<file path="src/rtl/mmwf_pkg.sv">
package mmwf_pkg;
   // Word select values on the write port
   localparam logic SEL_DATA = 1'b0;
   localparam logic SEL_STAT = 1'b1;

   // Status word field positions (decoded by the status register)
   localparam int POS_SOP   = 0;
   localparam int POS_EOP   = 1;
   localparam int POS_EMPTY = 2;
   localparam int POS_CHAN  = 8;
   localparam int POS_ERR   = 16;

   // Room reserved for each variable-width field
   localparam int ROOM_EMPTY = 5;
   localparam int ROOM_CHAN  = 8;
   localparam int ROOM_ERR   = 8;

   localparam int BUS_W = 32;
endpackage

</file>
<file path="src/rtl/mmwf_status_reg.sv">
module mmwf_status_reg
   import mmwf_pkg::*;
#(
   parameter int EMPTY_W   = 2,
   parameter int CHAN_W    = 8,
   parameter int ERR_W     = 8,
   parameter bit PACKET_EN = 1'b1
) (
   input  logic               clk,
   input  logic               rst_n,
   input  logic               stat_we,
   input  logic [BUS_W-1:0]   stat_data,
   input  logic               push,
   output logic               held_sop,
   output logic               held_eop,
   output logic [EMPTY_W-1:0] held_empty,
   output logic [CHAN_W-1:0]  held_chan,
   output logic [ERR_W-1:0]   held_err
);
   logic unused_stat;
   assign unused_stat = ^{stat_data, stat_we, push};

   if (EMPTY_W > ROOM_EMPTY) begin : g_bad_empty
      $error("EMPTY_W exceeds its field");
   end
   if (CHAN_W > ROOM_CHAN) begin : g_bad_chan
      $error("CHAN_W exceeds its field");
   end
   if (ERR_W > ROOM_ERR) begin : g_bad_err
      $error("ERR_W exceeds its field");
   end

   if (PACKET_EN) begin : g_pkt
      logic               sop_q, eop_q;
      logic [EMPTY_W-1:0] empty_q;
      logic [CHAN_W-1:0]  chan_q;
      logic [ERR_W-1:0]   err_q;

      always_ff @(posedge clk) begin
         if (!rst_n) begin
            sop_q   <= 1'b0;
            eop_q   <= 1'b0;
            empty_q <= '0;
            chan_q  <= '0;
            err_q   <= '0;
         end else if (stat_we) begin
            sop_q   <= stat_data[POS_SOP];
            eop_q   <= stat_data[POS_EOP];
            empty_q <= stat_data[POS_EMPTY +: EMPTY_W];
            chan_q  <= stat_data[POS_CHAN +: CHAN_W];
            err_q   <= stat_data[POS_ERR +: ERR_W];
         end else if (push) begin
            // markers are one-shot; the rest stays for later beats
            sop_q <= 1'b0;
            eop_q <= 1'b0;
         end
      end

      assign held_sop   = sop_q;
      assign held_eop   = eop_q;
      assign held_empty = empty_q;
      assign held_chan  = chan_q;
      assign held_err   = err_q;
   end else begin : g_raw
      assign held_sop   = 1'b0;
      assign held_eop   = 1'b0;
      assign held_empty = '0;
      assign held_chan  = '0;
      assign held_err   = '0;
   end
endmodule

</file>
<file path="src/rtl/mmwf_sym_swap.sv">
module mmwf_sym_swap #(
   parameter int DATA_W = 32,
   parameter int SYM_W  = 8
) (
   input  logic [DATA_W-1:0] word_in,
   output logic [DATA_W-1:0] word_out
);
   localparam int SYMS = DATA_W / SYM_W;

   if (DATA_W % SYM_W != 0) begin : g_bad_sym
      $error("DATA_W must be a multiple of SYM_W");
   end

   for (genvar i = 0; i < SYMS; i++) begin : g_sym
      assign word_out[(SYMS-1-i)*SYM_W +: SYM_W] = word_in[i*SYM_W +: SYM_W];
   end
endmodule

</file>
<file path="src/rtl/mmwf_fifo.sv">
module mmwf_fifo #(
   parameter int WIDTH = 52,
   parameter int DEPTH = 16,
   localparam int PTR_W = (DEPTH > 1) ? $clog2(DEPTH) : 1,
   localparam int CNT_W = $clog2(DEPTH + 1)
) (
   input  logic             clk,
   input  logic             rst_n,
   input  logic             push,
   input  logic [WIDTH-1:0] din,
   input  logic             pop,
   output logic [WIDTH-1:0] dout,
   output logic             full,
   output logic             empty,
   output logic [CNT_W-1:0] fill
);
   localparam logic [PTR_W-1:0] LAST = PTR_W'(DEPTH - 1);

   if (DEPTH < 2) begin : g_bad_depth
      $error("DEPTH must be at least 2");
   end

   logic [WIDTH-1:0] mem [DEPTH];
   logic [PTR_W-1:0] wr_ptr, rd_ptr;
   logic [CNT_W-1:0] cnt;
   logic             do_push, do_pop;

   assign full    = (cnt == CNT_W'(DEPTH));
   assign empty   = (cnt == '0);
   assign do_push = push && !full;
   assign do_pop  = pop && !empty;
   assign dout    = mem[rd_ptr];
   assign fill    = cnt;

   always_ff @(posedge clk) begin
      if (do_push) mem[wr_ptr] <= din;
   end

   always_ff @(posedge clk) begin
      if (!rst_n) begin
         wr_ptr <= '0;
         rd_ptr <= '0;
         cnt    <= '0;
      end else begin
         if (do_push) wr_ptr <= (wr_ptr == LAST) ? '0 : wr_ptr + 1'b1;
         if (do_pop)  rd_ptr <= (rd_ptr == LAST) ? '0 : rd_ptr + 1'b1;
         case ({do_push, do_pop})
            2'b10:   cnt <= cnt + 1'b1;
            2'b01:   cnt <= cnt - 1'b1;
            default: cnt <= cnt;
         endcase
      end
   end
endmodule

</file>
<file path="src/rtl/mmwr_stream_fifo.sv">
module mmwr_stream_fifo
   import mmwf_pkg::*;
#(
   parameter int DATA_W          = 32,
   parameter int SYM_W           = 8,
   parameter int CHAN_W          = 8,
   parameter int ERR_W           = 8,
   parameter int DEPTH           = 16,
   parameter bit PACKET_EN       = 1'b1,
   parameter bit BACKPRESSURE_EN = 1'b1,
   localparam int SYMS    = DATA_W / SYM_W,
   localparam int EMPTY_W = (SYMS > 1) ? $clog2(SYMS) : 1
) (
   input  logic               clk,
   input  logic               rst_n,
   input  logic               wr_en,
   input  logic               wr_addr,
   input  logic [DATA_W-1:0]  wr_data,
   output logic               wr_wait,
   output logic               src_valid,
   input  logic               src_ready,
   output logic [DATA_W-1:0]  src_data,
   output logic               src_sop,
   output logic               src_eop,
   output logic [EMPTY_W-1:0] src_empty,
   output logic [CHAN_W-1:0]  src_channel,
   output logic [ERR_W-1:0]   src_error
);
   localparam int ENT_W = 2 + EMPTY_W + CHAN_W + ERR_W + DATA_W;
   localparam int CNT_W = $clog2(DEPTH + 1);

   if (DATA_W != BUS_W) begin : g_bad_bus
      $error("DATA_W must match the 32-bit write bus");
   end

   logic               data_we, stat_we, push, pop, full, empty;
   logic               held_sop, held_eop;
   logic [EMPTY_W-1:0] held_empty;
   logic [CHAN_W-1:0]  held_chan;
   logic [ERR_W-1:0]   held_err;
   logic [DATA_W-1:0]  swapped;
   logic [ENT_W-1:0]   ent_in, ent_out;
   logic [CNT_W-1:0]   fill_cnt;

   assign data_we = wr_en && (wr_addr == SEL_DATA);
   assign stat_we = wr_en && (wr_addr == SEL_STAT);

   if (BACKPRESSURE_EN) begin : g_bp
      assign wr_wait = data_we && full;
   end else begin : g_nobp
      assign wr_wait = 1'b0;   // writes into a full FIFO are dropped
   end
   assign push = data_we && !full;
   assign pop  = src_valid && src_ready;

   mmwf_status_reg #(
      .EMPTY_W(EMPTY_W), .CHAN_W(CHAN_W), .ERR_W(ERR_W), .PACKET_EN(PACKET_EN)
   ) stat_i (
      .clk(clk), .rst_n(rst_n), .stat_we(stat_we), .stat_data(wr_data),
      .push(push), .held_sop(held_sop), .held_eop(held_eop),
      .held_empty(held_empty), .held_chan(held_chan), .held_err(held_err)
   );

   mmwf_sym_swap #(.DATA_W(DATA_W), .SYM_W(SYM_W)) swap_i (
      .word_in(wr_data), .word_out(swapped)
   );

   assign ent_in = {held_sop, held_eop, held_empty, held_chan, held_err, swapped};

   mmwf_fifo #(.WIDTH(ENT_W), .DEPTH(DEPTH)) fifo_i (
      .clk(clk), .rst_n(rst_n), .push(push), .din(ent_in), .pop(pop),
      .dout(ent_out), .full(full), .empty(empty), .fill(fill_cnt)
   );

   assign src_valid = !empty;
   assign {src_sop, src_eop, src_empty, src_channel, src_error, src_data} = ent_out;
endmodule

</file>
<file path="config.mk">
export PLATFORM = sky130hd
export DESIGN_NAME = mmwr_stream_fifo
export DESIGN_NICKNAME = d
export VERILOG_FILES = /design/src/rtl/mmwf_pkg.sv /design/src/rtl/mmwf_status_reg.sv /design/src/rtl/mmwf_sym_swap.sv /design/src/rtl/mmwf_fifo.sv /design/src/rtl/mmwr_stream_fifo.sv
export SDC_FILE = /design/constraint.sdc
export NUM_CORES = 1
export LEC_CHECK = 0
export BUFFER_PORTS_ARGS = -buffer_cell sky130_fd_sc_hd__buf_2
export CAP_MARGIN = 0
export CORE_AREA = 4 4 292 294
export CTS_BUF_LIST = sky130_fd_sc_hd__clkbuf_2 sky130_fd_sc_hd__clkbuf_4 sky130_fd_sc_hd__clkbuf_8
export DETAILED_ROUTE_END_ITERATION = 10
export DIE_AREA = 0 0 296 298
export GPL_ROUTABILITY_DRIVEN = 1
export HOLD_SLACK_MARGIN = 0.1
export SLEW_MARGIN = 15
export SYNTH_ARGS = -nofsm -noshare
export SYNTH_HDL_FRONTEND = slang
export SYNTH_SLANG_ARGS = --single-unit
</file>
<file path="constraint.sdc">
create_clock -name clk -period 8.1 [get_ports clk]
set_input_delay 2.025 -clock clk [delete_from_list [all_inputs] [get_ports clk]]
set_output_delay 2.025 -clock clk [all_outputs]
set_load 0.01 [all_outputs]
</file>
# Word level (Yosys, flattened, before mapping)
# Memories as Yosys holds them, arrays and structs flattened. A register that Yosys moved wholly into a read port is not among the register bits.
# Cells that the tools add are included.
totals:
  ramBits: 832
  ff_bits: 33
  n_memories: 1
  wordCells: 41
memory_table:
  columns: ["name", "words", "width", "rd", "rd_ports_with_merged_regs", "wr", "line", "source"]
  rows:
  - ["fifo_i.mem", 16, 52, 1, 1, 1, "mmwf_fifo.sv:23", "logic [WIDTH-1:0] mem [DEPTH];"]
classes:
  mux: 10
  reduce_logical: 12
  n_eq_ne: 5
  n_bitwise: 1
  n_addsub: 4
op_table:
  columns: ["cell", "n"]
  rows:
  - ["2-to-1 mux 4 bit", 4]
  - ["case mux 5 bit (2 select lines)", 1]
  - ["adder 4 x 1 -> 4 bit, second input constant", 2]
  - ["== test 4 bit, second input constant", 2]
  - ["logical AND 1 bit", 7]
  - ["adder 5 x 1 -> 5 bit, second input constant", 1]
  - ["== test 5 bit, second input constant", 1]
  - ["logical NOT 5 bit", 1]
  - ["2-to-1 mux 1 bit", 5]
  - ["subtractor 5 x 1 -> 5 bit, second input constant", 1]
  - ["nonzero test 2 bit", 2]
  - ["== test 2 x 1 -> 1 bit, second input constant", 1]
  - ["== test 2 bit, second input constant", 1]
  - ["logical NOT 1 bit", 2]
  - ["NOT 1 bit", 1]

# Depth between registers and ports, before layout
# Gate-level depths: netlist (run 1).
logic_depth:
  depth_word: 6
  mapped_depth: 13
  depth_no_buf: 10

# Modules after synthesis
# A second synthesis (run 1) with hierarchy kept.
unflattened:
  cells_unflattened: 1368
  area_unflattened_um2: 33228.1
modules_own_cells:
  columns: ["mod", "cells_each", "instances", "area_per_inst_um2"]
  rows:
  - ["mmwf_fifo", 1267, 1, 32188.4]
  - ["mmwf_status_reg", 64, 1, 760.7]
  - ["mmwf_sym_swap", 32, 1, 240.2]
  - ["mmwr_stream_fifo", 5, 1, 38.8]

# Worst setup path after synthesis (run 1)
# Ideal clock, no wire load.
synth_timing:
  path_kind: "input port to flip-flop"
  startpoint: "input wr_addr"
  endpoint: "memory fifo_i.mem[3][0] (enable)"
  slack_ns: 1.111
  arrival_time_ns: 6.463
  setup_ns: 0.526
  path_buffers: 1
  required_ns: 7.574
  cell_stages: 5
  path_cell_list: "nand2b_1 a21oi_1 clkbuf_1 nand2_1 nor3_1"
synth_between:
  elab_chain_len: 6
synth_lines:
  columns: ["element", "line", "source"]
  rows:
  - ["start, declared", "mmwr_stream_fifo.sv:17", "input logic wr_addr,"]
  - ["NOT 1 bit", "mmwr_stream_fifo.sv:45", "assign data_we = wr_en && (wr_addr == SEL_DATA);"]
  - ["logical AND 1 bit", "mmwr_stream_fifo.sv:45", null]
  - ["logical AND 1 bit", "mmwr_stream_fifo.sv:53", "assign push = data_we && !full;"]
  - ["logical AND 1 bit", "mmwf_fifo.sv:30", "assign do_push = push && !full;"]
  - ["2-to-1 mux 1 bit", "mmwf_fifo.sv:36", "if (do_push) mem[wr_ptr] <= din;"]
  - ["2-to-1 mux 1 bit (implied by the code)", "mmwf_fifo.sv:36", null]
  - ["end, declared", "mmwf_fifo.sv:23", null]
# No other way between the ends.

==> results of run 1 <==
layout by cell type, fill, tap and decap left out, drive strengths merged, types with 6 or more instances in the layout:
master	synthesis	final
a21oi	30	30
clkinv	0	46
nor2	30	30
buf	34	121
edfxtp	832	832
dfxtp	37	37
nand3	6	6
mux4	260	260
nand2	54	54
inv	5	14
clkbuf	38	194
ha	7	7
worst max-delay path, delay by kind of cell (launching register included):
family   cells  cell delay (ps)
mux          2             1130
buf+inv      2              950
flops        1              950
synth_stat cells, types with 2 or more instances:
cell | instances | area [um2]
sky130_fd_sc_hd__edfxtp_1 | 832 | 25000
sky130_fd_sc_hd__mux4_2 | 260 | 5860
sky130_fd_sc_hd__nand2_1 | 54 | 203
sky130_fd_sc_hd__clkbuf_1 | 38 | 143
sky130_fd_sc_hd__dfxtp_1 | 37 | 741
sky130_fd_sc_hd__a21oi_1 | 30 | 150
sky130_fd_sc_hd__nor2_1 | 30 | 113
sky130_fd_sc_hd__buf_2 | 15 | 75.1
sky130_fd_sc_hd__buf_6 | 14 | 158
sky130_fd_sc_hd__ha_1 | 7 | 87.6
sky130_fd_sc_hd__nand3_1 | 6 | 30.0
sky130_fd_sc_hd__a31oi_1 | 5 | 31.3
sky130_fd_sc_hd__buf_1 | 5 | 18.8
sky130_fd_sc_hd__nor3_1 | 5 | 25.0
sky130_fd_sc_hd__xor2_1 | 5 | 43.8
sky130_fd_sc_hd__inv_1 | 4 | 15.0
sky130_fd_sc_hd__mux2i_1 | 3 | 30.0
sky130_fd_sc_hd__nand2b_1 | 3 | 18.8
sky130_fd_sc_hd__o21ai_0 | 3 | 15.0
sky130_fd_sc_hd__or3_1 | 3 | 18.8
sky130_fd_sc_hd__nand3b_1 | 2 | 15.0
sky130_fd_sc_hd__or4_1 | 2 | 15.0
path summary, 6_finish.rpt:
| check | startpoint | to | slack [ps] | cells past startpoint |
|---|---|---|---|---|
| worst max-delay path | flip-flop | src_channel[1] | 2250 | 4 |
| worst min-delay path | fifo_i.rd_ptr[3] | flip-flop | 550 | 2 |
| worst max register to register | fifo_i.fill[1] | fifo_i.fill[4] | 5010 | 11 |
| worst min register to register | fifo_i.rd_ptr[3] | flip-flop | 550 | 2 |
cells by family (layout without fill, tap and decap cells):
group	count (synthesis)	count (layout)	share of synthesized area
DFF	869	869	0.782
muxes	263	263	0.179
and+or+nand+nor	109	109	0.0146
buffers and inverters	77	380	0.0126
AOI/OAI and AO/OA	44	44	0.00738
adders and majority gates	7	7	0.00266
xor gates and xnor gates	6	6	0.00160
other	0	2	0
sequential cells by signal, summed over array words and instances, names as in the netlist, 2 cells and up, named ones only:
name               cells
stat_i.held_chan       8
fifo_i.mem           832
stat_i.held_empty      2
fifo_i.wr_ptr          4
fifo_i.rd_ptr          4
fifo_i.fill            5
stat_i.held_err        8
layer usage:
metal  GRT usage  routed length, um  vias to the layer above
met3      0.0334               3910                      121
met5           0                  0                        -
met1       0.236              31300                     8337
met4      0.0543               1680                        0
met2       0.291              38800                      455
li1            -                  -                     6275
cell type report:
type,instances,area (um2)
Antenna cell,2,5.00
Clock buffer,194,2370
Clock inverter,60,448
Fill cell,6869,45300
Inverter,5,18.8
Multi-Input combinational cell,429,6860
Sequential cell,869,25700
Tap cell,1080,1350
Timing Repair Buffer,121,766
power groups by stage:
stage	combinational (W)	clock [W]	sequential, W
3_5_place_dp	0.00197	0	0.00523
5_1_grt	0.00206	0.00409	0.00515
6_report	0.00191	0.00375	0.00513
2_1_floorplan	0.00153	0	0.00511
3_3_place_gp	0.00196	0	0.00523
4_1_cts	0.00198	0.00386	0.00514
metrics by stage:
stage          power [W]  std cells
2_1_floorplan    0.00664       1375
3_3_place_gp     0.00719       2501
3_5_place_dp     0.00721       2504
4_1_cts           0.0110       2758
5_1_grt           0.0113       2759
6_report          0.0108       2760
==> results.md, run 1 <==
Layout:
- Measured on the finished design, the core utilization comes to 0.453.
- The fraction of layout cells with a size suffix above 1 is 0.372.
- At the end of the flow, the number of nets in the layout was about 1.6k.
- The finished layout cell area is between 0.03 and 0.04 mm2.
- The area growth from synthesis to layout is 14.2%.

Detailed routing:
- The wire length after detailed routing is around 76000 um.
- For this run, design rule violations remaining after detail routing come to 0.
- The number of vias in the routed layout is 15.2k.
- The residual antenna-violating net count after detailed routing is 0.
- Dividing the detail-routed via count by the number of cells gives 5.50.
- In the final routed layout, each cell accounts on average for between 20 and 30 um.
- The initial DRC count is 1402.
- The first TritonRoute pass finished after 5 iterations.

Global route:
- The pin count of the biggest net entering global routing is between 100 and 150.
- For this run the aggregate overflow at the end of global routing stands at 0.
- The first global-routing pass estimated 111000 um of wire.
- The number of global-route vias before repair is 16.3k.
- Across every metal layer, demand over resource in global routing totals 0.175.
- The number of antenna violations at the first check in global routing is 2.

Power and ir drop:
- The internal power is ~0.008 W.
- The share of total power dissipated in combinational logic is 0.177.
- The analysis attributes to net switching a power of around 0.0028 W.
- The maximum VDD drop is 0.193 mV.
- Of the total power, the clock network draws 0.348.
- For this design the static power due to leakage is 11.6 nW.
- The sequential share of power is 0.475.
- Of the total power, the share spent switching nets is 0.257.
- The ratio of total power to cell area is 287 mW/mm2.

Clock tree:
- The post-CTS resize count is 0.
- In this run the deepest clock path goes through 3 buffers.
- After clock tree synthesis, the flow added hold-fix buffers numbering 0.
- The root buffer cell is sky130_fd_sc_hd__clkbuf_8.
- TritonCTS created 146 clock buffers.
- The number of clock sinks seen by CTS is 869.
- The H-tree depth is 4.
- Buffers added to address setup during post-CTS repair amount to 0.
- After clock tree synthesis, the clock-pin slew on the worst setup and hold paths is 60 ps.
- The latest clock arrival within the worst-skew pair is between 700 and 800 ps.
- The clock tree from TritonCTS is built.

Worst setup path:
- The type of the setup path with the least slack is reg2out.
- The largest individual stage delay along the critical path comes from the cell sky130_fd_sc_hd__dfxtp_4.
- The sort of element at the end of the critical path is an output port.
- By instance count, the cell type seen most on the critical path is sky130_fd_sc_hd__mux4_2.
- The largest single stage delay on the critical path is 950 ps.
- The data required time of the critical path is 6080 ps.
- In this run the worst path has a maximum fanout of 40.
- The launching element type of the critical path is a flip-flop.
- The signal on the critical path passes through buf_4 -> mux4_2 -> mux4_2 -> buf_2.
- The data arrival at the endpoint of the critical path is 3830 ps.

Synth:
- The sequential cell area fraction in the yosys report is 0.782.
- The most used flip-flop cell after synthesis is sky130_fd_sc_hd__edfxtp_1.
- The post-synth net total is about 1.4k.
- The post-synthesis cell type count is 34.
- The number of flops mapped to enable cells by yosys is 832.
- In this run the cell area of the synthesized design comes to roughly 0.033 mm2.
- The post-synthesis register bit count is 869.
- For this run, asynchronously set or reset flops after synthesis account for 0.
- The gate count after technology mapping is 1375.
- The Yosys step of the flow raised 0 warnings.
- Dividing the synthesized area by the synthesized cell count gives 23.9 um2.

Floorplanning:
- The top-level I/O count is 91.
- The die covers 0.0882 mm2.
- The initial utilization of the core area, before any placement, comes to 0.397.
- From bottom edge to top edge, the die measures 298 um.
- The cell row count is 106.
- The standard cell core area is 0.0829 mm2.
- From left edge to right edge, the die measures 296 um.

Place:
- In this run the tool buffered the top-level ports with 90 buffer cells.
- Before CTS, the worst setup slack after placement is 2910 ps.
- After legalization and detailed placement, the total HPWL measured 40200 um.
- The placed cell area is 0.0347 mm2.
- Routability-driven placement finished with a final weighted congestion of 0.712.

Timing:
- The worst hold slack is 546 ps.
- Setup total negative slack on the finished layout was measured at 0 ps.
- The worst max-slew margin expressed relative to the limit is 0.230.
- After layout, the minimum clock period comes to a little under 6000 ps.
- Setup repair after global routing left no endpoint under its margin.
- The achievable frequency is 171 MHz.
- Across the routed clock network, the largest skew measured is 46.8 ps.
- The share of the clock period used by the worst path is 0.723.
- The final-report max-slew violation count is 0.
- The measured slew at the worst slew-check pin is around 1200 ps.
- The count of endpoints failing hold in the final timing report is 0.
- The setup slack after layout is roughly 2200 ps.
- Setup violations remaining at the end of the flow were counted as 0.

Job:
- The tool flagged a number of max-cap violations equal to 0.

Run status:
- The flow ran to the end, and the final reports show no timing, DRC or antenna violations.

Min path:
- The worst min-delay path class is reg2reg.
(Power assumes the default switching activity.)
==> inputs of run 2 (changes only) <==
ABC_AREA = 1   (was not set)
CORE_AREA = 4 4 301 303   (was 4 4 292 294)
DIE_AREA = 0 0 305 307   (was 0 0 296 298)
clock period = 5.7 ns   (was 8.1 ns; I/O delays follow)
==> run 2 against run 1 <==
Against the previous run: total power increased by 48%; clock power increased by 36%; synthesized cell count increased by 75%; critical path type unchanged; critical endpoint is now src_data[19]; largest power group unchanged.
==> results.md, run 2 <==
Synth:
- For this run, the register share of the synthesized area comes to 0.737.
- Counting flops with a built-in enable in the synthesized netlist gives 832.
- Synthesis produced a netlist with a net count of 2457.
- After synthesis, the share of flip-flops with an asynchronous set or reset is 0.
- The most used flip-flop cell after synthesis is sky130_fd_sc_hd__edfxtp_1.
- The average footprint of a synthesized cell is ~14 um2.
- Counting distinct cell types in the post-synthesis netlist gives 32.
- The cell type contributing the most total cell area after synthesis is sky130_fd_sc_hd__edfxtp_1.
- Yosys printed 0 warnings.
- Ranked by total cell area, the synthesized netlist is headed by sky130_fd_sc_hd__edfxtp_1 (72%), sky130_fd_sc_hd__mux2i_1 (6.0%), sky130_fd_sc_hd__o211ai_1 (4.4%).
- Ranked by instance count, the synthesized netlist is headed by sky130_fd_sc_hd__edfxtp_1 (832), sky130_fd_sc_hd__a21oi_1 (215), sky130_fd_sc_hd__mux2i_1 (208).
- The leading cell type by number of instances after synthesis is sky130_fd_sc_hd__edfxtp_1.
- The synthesized cell area is 0.0349 mm2.
- Of the post-synthesis cell area, the dominant cell type holds 0.715.
- Counting flops and latches in the post-synthesis netlist gives 869.
- The gate count after technology mapping is 2413.

Worst setup path:
- The data arrival at the endpoint of the critical path is about 3500 ps.
- The launching element type of the critical path is a flip-flop.
- The type of the setup path with the least slack is reg2out.
- The worst setup path is captured at an output port.
- The critical-path maximum fanout is 71.
- The data required time of the critical path is approximately 4300 ps.

Timing:
- In the finished design, the share of the clock period the worst path needs comes to 0.860.
- At the pin with the least slew margin, the transition time is 1070 ps.
- The clock arrives with 31.4 ps of skew.
- Derived from the worst setup path, the maximum achievable clock frequency is about 200 MHz.
- Setup repair after global routing left no endpoint under its margin.
- Setup violations remaining at the end of the flow were counted as 0.
- The final-report max-slew violation count came to 0.
- The final sum of negative setup slack is 0 ps.
- The worst hold slack is 521 ps.
- The count of endpoints failing hold in the final timing report is 0.
- The routed design could run at a clock period as short as 4900 ps.
- Measured against its own limit, the worst slew margin works out to 0.289.

Clock tree:
- The clock passes through at most 3 buffers.
- The tree is rooted in a sky130_fd_sc_hd__clkbuf_8.
- The latest clock arrival within the worst-skew pair is 790 ps.
- The clock drives 869 sinks.
- The clock tree from TritonCTS is built.
- The hold-fix buffer count after cts is 0.
- The post-CTS setup buffer count is 0.
- The CTS buffer count is roughly 140.
- Post-CTS repair changed the size of 0 cells.
- Clock-pin slew was measured on the worst setup and hold paths at around 60 ps.
- The H-tree depth is 4.

Power and ir drop:
- The analysis attributes to cell leakage a power of 13.1 nW.
- In this run the power density over the cells is 407 mW/mm2.
- The maximum VDD drop is ~0.23 mV.
- The total power is 0.0160 W.

Global route:
- The first global-routing pass estimated 127000 um of wire.
- Entering global routing, the biggest net connects 122 pins.
- The number of antenna violations at the first check in global routing is 13.
- The number of global-route vias before repair is 20.4k.
- The leftover overflow at the end of global routing is 0.
- The global-route usage over all layers is 0.181.

Layout:
- The number of flip-flops in the largest register is 832.
- The flip-flop and latch area is 0.0257 mm2.
- The top cell types in the final layout, fill and taps aside, are sky130_fd_sc_hd__edfxtp_1 (832), sky130_fd_sc_hd__a21oi_1 (215), sky130_fd_sc_hd__mux2i_1 (208), sky130_fd_sc_hd__o211ai_1 (204).
- The fraction of layout cells with a size suffix above 1 is 0.172.
- The filler cells instantiated in the layout total 7774.
- The number of nets in the layout is 2587.
- Summing all non-filler instances in the final layout gives an area of 0.0393 mm2.
- The register name with the most flops is fifo_i.mem.
- The most common library cell in the layout ignoring fill and taps is sky130_fd_sc_hd__edfxtp_1.
- The area taken by multi-input logic gates is 0.00738 mm2.
- The area growth from synthesis to layout is 12.4%.

Detailed routing:
- The detail route stage leaves a number of antenna-violating nets equal to 0.
- The detailed-route vias per instance is between 5 and 6.
- The count of unresolved DRC violations after routing is 0.
- Dividing the detail-routed wire length by the instance count gives 22.5 um.
- For this block, the initial DRC count from the detailed router was 1822.
- The first-pass iteration count of the detailed router is 6.
- The number of vias in the routed layout is 20.3k.
- The routed design has about 86000 um of wire.

Place:
- The quantity of I/O buffers inserted on ports is 90.
- The placed cell area is roughly 0.037 mm2.
- The placer congestion estimate is around 0.75.
- The HPWL after detailed placement is 44300 um.

Floorplanning:
- The initialized floorplan defines 109 standard-cell rows.
- The initial utilization of the core area, before any placement, comes to 0.397.
- The standard cell core area is 0.0880 mm2.
- The die height is just over 300 um.
- The die covers approximately 0.094 mm2.
- The floorplan die width is 305 um.
- In this run the count of I/O pins placed on the die edge is between 90 and 100.

Job:
- The tool flagged a number of max-cap violations equal to 0.

Min path:
- The min-delay analysis places its worst path in the category reg2reg.

Run status:
- The flow ran to the end, and the final reports show no timing, DRC or antenna violations.
==> run 2: cell types whose count changed after synthesis, moves of 113 or more <==
cell,before,now
sky130_fd_sc_hd__o21ai_0,3,162
sky130_fd_sc_hd__a21oi_1,30,215
sky130_fd_sc_hd__o211ai_1,0,204
sky130_fd_sc_hd__o21ai_1,0,113
sky130_fd_sc_hd__mux4_2,260,0
sky130_fd_sc_hd__mux2i_1,3,208
sky130_fd_sc_hd__inv_1,4,163
==> run 2: critical path: stages, from the launching register on <==
cell,delay (ps)
sky130_fd_sc_hd__dfxtp_4,340
sky130_fd_sc_hd__buf_4,700
sky130_fd_sc_hd__buf_4,890
sky130_fd_sc_hd__o211ai_1,210
sky130_fd_sc_hd__nand3_1,140
sky130_fd_sc_hd__nand2_1,170
sky130_fd_sc_hd__buf_2,190
==> run 2: through the flow <==
stage | cells | utilization | setup slack (ps)
finish | 3817 | 0.446 | 797
global route | 3817 | 0.446 | 610
CTS | 3815 | 0.446 | 738
detailed placement | 3569 | 0.416 | 1620
global placement | 3569 | 0.416 | 1650
floorplan | 2413 | - | 1140
==> run 2: cell families after synthesis <==
family                     synth area share
AOI/OAI and AO/OA                     0.116
DFF                                   0.737
muxes                                0.0596
xor gates and xnor gates            0.00151
adders and majority gates           0.00251
and+or+nand+nor                      0.0287
buffers and inverters                0.0553
==> run 2: power breakdown <==
part	internal, W	leakage [nW]	switching (W)
sequential	0.00711	7.86	0.000184
combinational	0.00130	3.82	0.00227
clock	0.00274	1.39	0.00235
total	0.0112	13.1	0.00481
==> run 2: final timing paths <==
path         slack [ps]  depth (start not counted)                 to        startpoint
max                 800                          6       src_data[19]         flip-flop
min                 520                          2   fifo_i.wr_ptr[2]  fifo_i.wr_ptr[2]
max reg2reg        2940                          7  fifo_i.mem[4][48]    fifo_i.fill[0]
min reg2reg         520                          2   fifo_i.wr_ptr[2]  fifo_i.wr_ptr[2]
==> run 2: layout make-up <==
cell class | count | share of cell area
Tap cell | 1165 | 0.0371
Clock buffer | 190 | 0.0596
Sequential cell | 869 | 0.656
Antenna cell | 2 | 0.000127
Multi-Input combinational cell | 1156 | 0.188
Timing Repair Buffer | 145 | 0.0268
Clock inverter | 56 | 0.00800
Inverter | 234 | 0.0246
==> run 2: routing by layer <==
metal  vias to the layer above  routed length (um)  part of all wire  global-route usage
met3                       176                5740             0.067              0.0395
met1                     10200               36100              0.42               0.234
li1                       9296                   -                 -                   -
met5                         -                  56           0.00065                   0
met4                        10                2090             0.024              0.0616
met2                       688               41800              0.49               0.303
